===== src/rtl/clkgate_pkg.sv =====
package clkgate_pkg;
  localparam int unsigned DEF_N_PCI  = 7;
  localparam int unsigned DEF_N_PCIF = 3;
  localparam int unsigned DEF_N_48   = 2;
  localparam int unsigned DEF_N_66   = 6;
  localparam int unsigned DEF_N_CPU  = 3;
  localparam int unsigned DEF_SYNC   = 2;

  // synchronized run permissions (1 = allowed to run)
  typedef struct packed {
    logic pwr;
    logic pci;
    logic cpu;
  } run_t;
endpackage


===== src/rtl/clkgate_sync.sv =====
module clkgate_sync #(
  parameter int unsigned W      = 3,
  parameter int unsigned STAGES = 2
) (
  input  logic         clk,
  input  logic         rst,
  input  logic [W-1:0] d_i,
  output logic [W-1:0] q_o
);
  logic [W-1:0] chain [STAGES];

  always_ff @(posedge clk) begin
    if (rst) chain[0] <= '0;
    else     chain[0] <= d_i;
  end

  generate
    for (genvar s = 1; s < STAGES; s++) begin : g_stage
      always_ff @(posedge clk) begin
        if (rst) chain[s] <= '0;
        else     chain[s] <= chain[s-1];
      end
    end
  endgenerate

  assign q_o = chain[STAGES-1];
endmodule


===== src/rtl/clkgate_se.sv =====
module clkgate_se (
  input  logic clk,
  input  logic rst,
  input  logic src_i,
  input  logic want_i,
  output logic out_o
);
  logic gate_q;
  logic out_q;

  // gate may only move while the source is low
  always_ff @(posedge clk) begin
    if (rst) begin
      gate_q <= 1'b0;
      out_q  <= 1'b0;
    end else begin
      if (!src_i) gate_q <= want_i;
      out_q <= src_i & gate_q;
    end
  end

  assign out_o = out_q;

  assert_park_low_R1: assert property (@(posedge clk) disable iff (rst)
    (!want_i && !src_i) ##1 (!want_i) |=> !out_q);

  // output only falls when its source fell (no runt high pulse)
  assert_fall_with_src_R7: assert property (@(posedge clk) disable iff (rst)
    $fell(out_q) |-> !$past(src_i));
endmodule


===== src/rtl/clkgate_diff.sv =====
module clkgate_diff (
  input  logic clk,
  input  logic rst,
  input  logic src_i,
  input  logic want_i,
  output logic out_t,
  output logic out_c
);
  logic gate_q;
  logic t_q;
  logic c_q;

  // gate may only move while the source is high (true leg already high)
  always_ff @(posedge clk) begin
    if (rst) begin
      gate_q <= 1'b0;
      t_q    <= 1'b1;
      c_q    <= 1'b0;
    end else begin
      if (src_i) gate_q <= want_i;
      t_q <= gate_q ? src_i : 1'b1;
      c_q <= gate_q & ~src_i;
    end
  end

  assign out_t = t_q;
  assign out_c = c_q;

  assert_pair_park_R2: assert property (@(posedge clk) disable iff (rst)
    (!want_i && src_i) ##1 (!want_i) |=> (t_q && !c_q));

  assert_pair_excl_R2: assert property (@(posedge clk) disable iff (rst)
    !(t_q && c_q));

  // true leg only rises when its source rose or it parks (never mid low phase)
  assert_true_rise_R7: assert property (@(posedge clk) disable iff (rst)
    $rose(t_q) |-> $past(src_i));
endmodule


===== src/rtl/clk_out_gate.sv =====
module clk_out_gate
  import clkgate_pkg::*;
#(
  parameter int unsigned N_PCI  = DEF_N_PCI,
  parameter int unsigned N_PCIF = DEF_N_PCIF,
  parameter int unsigned N_48   = DEF_N_48,
  parameter int unsigned N_66   = DEF_N_66,
  parameter int unsigned N_CPU  = DEF_N_CPU,
  parameter int unsigned SYNC   = DEF_SYNC
) (
  input  logic              clk,
  input  logic              rst,
  input  logic              src_pci,
  input  logic              src_48,
  input  logic              src_66,
  input  logic              src_cpu,
  input  logic              pd_n,
  input  logic              pci_stop_n,
  input  logic              cpu_stop_n,
  input  logic [N_PCI-1:0]  en_pci,
  input  logic [N_PCIF-1:0] en_pcif,
  input  logic [N_PCIF-1:0] pcif_stoppable,
  input  logic [N_48-1:0]   en_48,
  input  logic [N_66-1:0]   en_66,
  input  logic [N_CPU-1:0]  en_cpu,
  output logic [N_PCI-1:0]  pci_clk,
  output logic [N_PCIF-1:0] pcif_clk,
  output logic [N_48-1:0]   clk48,
  output logic [N_66-1:0]   clk66,
  output logic [N_CPU-1:0]  cpu_t,
  output logic [N_CPU-1:0]  cpu_c
);
  localparam int unsigned RUN_W = $bits(run_t);

  run_t run;
  logic [RUN_W-1:0] run_raw;

  clkgate_sync #(.W(RUN_W), .STAGES(SYNC)) u_sync (
    .clk (clk),
    .rst (rst),
    .d_i ({pd_n, pci_stop_n, cpu_stop_n}),
    .q_o (run_raw)
  );
  assign run = run_t'(run_raw);

  logic [N_PCI-1:0]  want_pci;
  logic [N_PCIF-1:0] want_pcif;
  logic [N_48-1:0]   want_48;
  logic [N_66-1:0]   want_66;
  logic [N_CPU-1:0]  want_cpu;

  always_comb begin
    want_pci  = en_pci & {N_PCI{run.pwr & run.pci}};
    want_pcif = en_pcif & {N_PCIF{run.pwr}} & (~pcif_stoppable | {N_PCIF{run.pci}});
    want_48   = en_48 & {N_48{run.pwr}};
    want_66   = en_66 & {N_66{run.pwr}};
    want_cpu  = en_cpu & {N_CPU{run.pwr & run.cpu}};
  end

  generate
    for (genvar i = 0; i < N_PCI; i++) begin : g_pci
      clkgate_se u_cell (.clk(clk), .rst(rst), .src_i(src_pci),
                         .want_i(want_pci[i]), .out_o(pci_clk[i]));
    end
    for (genvar i = 0; i < N_PCIF; i++) begin : g_pcif
      clkgate_se u_cell (.clk(clk), .rst(rst), .src_i(src_pci),
                         .want_i(want_pcif[i]), .out_o(pcif_clk[i]));
    end
    for (genvar i = 0; i < N_48; i++) begin : g_48
      clkgate_se u_cell (.clk(clk), .rst(rst), .src_i(src_48),
                         .want_i(want_48[i]), .out_o(clk48[i]));
    end
    for (genvar i = 0; i < N_66; i++) begin : g_66
      clkgate_se u_cell (.clk(clk), .rst(rst), .src_i(src_66),
                         .want_i(want_66[i]), .out_o(clk66[i]));
    end
    for (genvar i = 0; i < N_CPU; i++) begin : g_cpu
      clkgate_diff u_cell (.clk(clk), .rst(rst), .src_i(src_cpu),
                           .want_i(want_cpu[i]), .out_t(cpu_t[i]), .out_c(cpu_c[i]));
    end
  endgenerate

  // power-down held for the whole synchronizer depth and beyond keeps PCI outputs low
  assert_pd_pci_low_R6: assert property (@(posedge clk) disable iff (rst)
    (!run.pwr && !src_pci) ##1 (!run.pwr) |=> (pci_clk == '0));
endmodule


===== config.mk =====
export PLATFORM = sky130hd
export DESIGN_NAME = clk_out_gate
export DESIGN_NICKNAME = d
export VERILOG_FILES = /design/src/rtl/clkgate_pkg.sv /design/src/rtl/clkgate_sync.sv /design/src/rtl/clkgate_se.sv /design/src/rtl/clkgate_diff.sv /design/src/rtl/clk_out_gate.sv
export SDC_FILE = /design/constraint.sdc
export NUM_CORES = 1
export LEC_CHECK = 0
export BUFFER_PORTS_ARGS = -buffer_cell sky130_fd_sc_hd__clkbuf_2
export CAP_MARGIN = 20
export CORE_UTILIZATION = 40
export CTS_CLUSTER_DIAMETER = 80
export DETAILED_ROUTE_END_ITERATION = 16
export PLACE_DENSITY = 0.65
export SETUP_SLACK_MARGIN = 0.2
export SYNTH_ARGS = -nofsm -noshare
export SYNTH_HDL_FRONTEND = slang
export SYNTH_SLANG_ARGS = --single-unit

===== constraint.sdc =====
create_clock -name clk -period 1.4 [get_ports clk]
set_clock_uncertainty 0.05 [all_clocks]
set_input_delay 0.07 -clock clk [delete_from_list [all_inputs] [get_ports clk]]
set_output_delay 0.07 -clock clk [all_outputs]
set_load 0.005 [all_outputs]

# ---- After elaboration in Yosys (flattened, before gate mapping)
# Memories as Yosys holds them, arrays and structs flattened.
# Index checks and enable logic that the tools add are counted.
dict set report classes {
  reduce_logical 3
  muxes 5
  n_bitwise 37
}
# op n
set ops {}
lappend ops {{$and A1 B1 Y1} 23}
lappend ops {{$and A3 B3 Y3} 3}
lappend ops {{$and A7 B7 Y7} 1}
lappend ops {{$and A6 B6 Y6} 1}
lappend ops {{$mux W3} 2}
lappend ops {{$reduce_or A2 Y1} 3}
lappend ops {{$not A1 Y1} 4}
lappend ops {{$mux W1} 3}
lappend ops {{$not A3 Y3} 1}
lappend ops {{$or A3 B3 Y3} 1}
lappend ops {{$and A2 B2 Y2} 1}
lappend ops {{$or A1 B1 Y1} 2}
dict set report word_totals {
  ff_bits 45
  out_inout_bits 24
  inputBits 33
  memories 1
  ramBits 6
}
# memory depth width read_ports rd_clocked_by_memory_dff write_ports line_no
set mem_list {}
lappend mem_list {u_sync.chain 2 3 2 0 2 clkgate_sync.sv:10} ;# logic [W-1:0] chain [STAGES];

# ---- Longest topological paths before layout
dict set report logic_depth {
  depth_word 3
  depth_mapped 3
}

# ---- By module
# From an unflattened synthesis, not the netlist that was laid out.
dict set report hier_totals {
  cells_unflattened 171
  hier_area_um2 1714.1
}
# mod seq_area_each_um2 n_inst area_per_inst_um2 cells_each
set by_module_without_submodules {}
lappend by_module_without_submodules {clkgate_se 40.0 18 62.6 6}
lappend by_module_without_submodules {clkgate_diff 60.1 3 92.6 8}
lappend by_module_without_submodules {clkgate_sync 120.1 1 157.7 12}
lappend by_module_without_submodules {clk_out_gate 0.0 1 152.6 27}

# ---- Least setup slack after synthesis
# OpenSTA, ideal clock, no wires.
dict set report synth_timing {
  path_type {reg2reg}
  startpoint {memory u_sync.chain[1][2]}
  endpoint {register g_pci[0].u_cell.gate_q}
  path_slack_ps 435
  arrival_time_ps 857
  path_stages_with_launch 4
  setup_ps 59
  cell_sequence {dfxtp_1 nor4bb_1 buf_2 a22o_1}
}
# element line_no
set synth_lines {}
lappend synth_lines {{start: declaration} clkgate_sync.sv:10}
lappend synth_lines {{end signal: assignment} clkgate_se.sv:17} ;# if (!src_i) gate_q <= want_i;
lappend synth_lines {{end: declaration} clkgate_se.sv:8} ;# logic gate_q;

==> results.json <==
{
  "synth_area_um2": 1710,
  "criticalPathCategory": "reg -> reg",
  "grt_antenna_before_repair": 0,
  "end_kind": "flop",
  "dp_hpwl_mm": 1.91,
  "p_switching_w": 0.000517,
  "pwr-share-seq_pct": 52.6,
  "combPwrFrac_pct": 5.8,
  "r2r_end": "g_pci[1].u_cell.gate_q$_SDFFE_PP0N_",
  "grt_usage_pct": 15.2,
  "whs_ps": 26.0,
  "antennaDiodeCount": 0,
  "first_global_vias": 1094,
  "cts_buffers": 5,
  "cp-start-kind": "flop",
  "fillers": 381,
  "clkTransAtPathRegs_ps": 90,
  "cts_root_buf": "clkbuf_8",
  "period_share_pct": 79.8,
  "holdCritStartpoint": "src_cpu",
  "final-setup-viol-count": 0,
  "synth_cells": 162,
  "placed_cell_area_um2": 1860,
  "hp-class": "in -> reg",
  "grt.overflow.total": 0,
  "design_area_um2": 2260,
  "maxSlewHeadroom_pct": 74.6,
  "drc": 0,
  "cts_tree": "done",
  "ys_warn_count": 0,
  "htreeDepth": 2,
  "clock_path_buffers": 2,
  "drv_slew": 0,
  "placementRows": 23,
  "layout_setup_ws_ps": 282,
  "ios": 57,
  "die_w_um": 67.4,
  "leakagePower_nw": 0.985,
  "r2r_setup_slack_ps": 280,
  "post_synth_num_cell_types": 18,
  "portBuffers": 56,
  "synth_seq_cells": 51,
  "timing.fmax_mhz": 895,
  "powerDensity_nw_per_um2": 1240,
  "final-hold-violation-count": 0,
  "drt-vias-per-instance": 4.41,
  "cp_data_arrival_time_ps": 1310,
  "start_util_pct": 42.2,
  "syn_nets": 195,
  "grt_setup_unrepaired": "no",
  "grt_pass1_wl_mm": 4.84,
  "power_frac_clock_pct": 41.6,
  "vias": 1204,
  "grt_start_max_net_pins": 34,
  "drt_iter0_markers": 59,
  "clk-insertion-delay-late_ps": 290,
  "worst_pin_slew_ps": 380,
  "core_area_um2": 4060,
  "mostFrequentLayoutCells": "56 x clkbuf_2, 51 x dfxtp_1, 25 x dlygate4sd3_1, 11 x a21oi_1, 11 x nor2_1",
  "p_sw_share_pct": 18.5,
  "rr_startpoint": "u_sync.chain[1][2]$_SDFF_PP0_",
  "maxCapViolations": 0,
  "hold_path_end": "g_cpu[1].u_cell.gate_q$_SDFFE_PP0P_",
  "firstDrtPassIters": 4,
  "die_area_um2": 4550,
  "multi_input_area_um2": 483,
  "final_common_cell": "clkbuf_2",
  "finalPower_w": 0.00279,
  "dp_slack_ps": -20.9,
  "cts_num_sinks": 51,
  "nNetsFinal": 255,
  "internal_power_w": 0.00228,
  "reg2reg_depth": 3,
  "crit_fanout": 7,
  "syn_area_per_cell_um2": 10.6,
  "syn_to_final_growth_pct": 31.9,
  "fin_crit_ps": 1120,
  "peakVddDrop_uv": 663,
  "wl_mm": 3.09,
  "hold_path_depth": 3,
  "final.setup.tns_ps": 0,
  "seq_area_um2": 1020,
  "drt-wirelength-per-cell_um": 11.3,
  "outcome": "complete, no violations",
  "die_h_um": 67.4,
  "ant_nets": 0,
  "gp_congestion": 0.648,
  "cp.required_ps": 1590,
  "yosysSeqAreaShare_pct": 59.6,
  "drive_above_1_share_pct": 31.4
}
[logic make-up (layout without fill, tap and decap cells)]
| logic type | after synthesis | count (layout) | share of synthesized area [%] |
|---|---|---|---|
| simple gates | 58 | 58 | 19.3 |
| flops | 51 | 51 | 59.6 |
| buf+inv | 32 | 93 | 12.6 |
| compound gates | 21 | 21 | 8.55 |
[what timing repair did]
item | CTS | global route
resized for setup | 0 | 1
endpoints found under the hold margin | 26 | 0
hold buffers | 25 | 0
endpoints found under the setup margin | 0 | 2
buffers inserted | 0 | 0
[power by group through the flow]
stage               Combinational, W  Sequential [W]  Clock (W)
CTS                         0.000160         0.00147    0.00121
floorplan                  0.0000479         0.00150          0
detailed placement          0.000105         0.00150          0
global placement            0.000105         0.00150          0
global route                0.000179         0.00147    0.00126
finish                      0.000163         0.00147    0.00116
[sequential cells by signal (all words and copies together) (netlist names)]
signal,flops
g_pcif.u_cell.gate_q,3
u_sync.chain,6
g_cpu.u_cell.out_c,3
g_pci.u_cell.out_o,7
g_48.u_cell.gate_q,2
g_48.u_cell.out_o,2
g_pcif.u_cell.out_o,3
g_66.u_cell.gate_q,6
g_pci.u_cell.gate_q,7
g_cpu.u_cell.out_t,3
g_cpu.u_cell.gate_q,3
g_66.u_cell.out_o,6
[cell type report]
cell class / instances / share of cell area [%]
Timing Repair Buffer: 85 / 24.8
Clock inverter: 2 / 2.66
Clock buffer: 6 / 3.21
Tap cell: 50 / 2.77
Sequential cell: 51 / 45.2
Multi-Input combinational cell: 79 / 21.4
[synth_stat cells]
cell type  instances  area, um^2
or2_1              1        6.26
nor3b_1            1        7.51
a32o_1             3        30.0
nand4_1            3        18.8
buf_4             24         180
nand2_1            8        30.0
nor4bb_1           1        10.0
or2_2              2        12.5
a21oi_1           11        55.1
buf_2              4        20.0
and2_1            10        62.6
nand3b_1           8        60.1
nor2b_1            7        43.8
clkbuf_1           4        15.0
dfxtp_1           51        1020
a22o_1             7        61.3
nor2_1            11        41.3
nand2b_1           6        37.5
[per-layer routing]
| metal | GRT usage, % | vias up | wire [um] |
|---|---|---|---|
| met5 | 0 | - | 0 |
| met2 | 27.1 | 28 | 1610 |
| li1 | - | 633 | - |
| met1 | 15.2 | 535 | 1270 |
| met3 | 5.07 | 8 | 132 |
| met4 | 9.04 | 0 | 80 |
[worst max-delay path, cell delays in order (launching register included)]
cell      delay (ps)
dfxtp_1          360
nor4bb_2         310
buf_4            200
a22o_1           140
[worst max path at each step]
stage	startpoint	slack (ps)	to	depth (start not counted)
floorplan	u_sync.chain[1][2]$_SDFF_PP0_	430	g_pci[0].u_cell.gate_q$_SDFFE_PP0N_	3
global placement	src_pci	-30	g_pci[2].u_cell.gate_q$_SDFFE_PP0N_	3
detailed placement	src_pci	-20	g_pci[0].u_cell.gate_q$_SDFFE_PP0N_	3
CTS	u_sync.chain[1][2]$_SDFF_PP0_	270	g_pci[6].u_cell.gate_q$_SDFFE_PP0N_	3
global route	u_sync.chain[1][2]$_SDFF_PP0_	240	g_pci[1].u_cell.gate_q$_SDFFE_PP0N_	3
finish	u_sync.chain[1][2]$_SDFF_PP0_	280	g_pci[1].u_cell.gate_q$_SDFFE_PP0N_	3
[through the flow]
stage	cells	utilization, %
2_1_floorplan	162	-
3_3_place_gp	239	45.9
3_5_place_dp	239	45.9
4_1_cts	272	55.4
5_1_grt	273	55.7
6_report	273	55.7
Power figures use the tool's default switching activity.
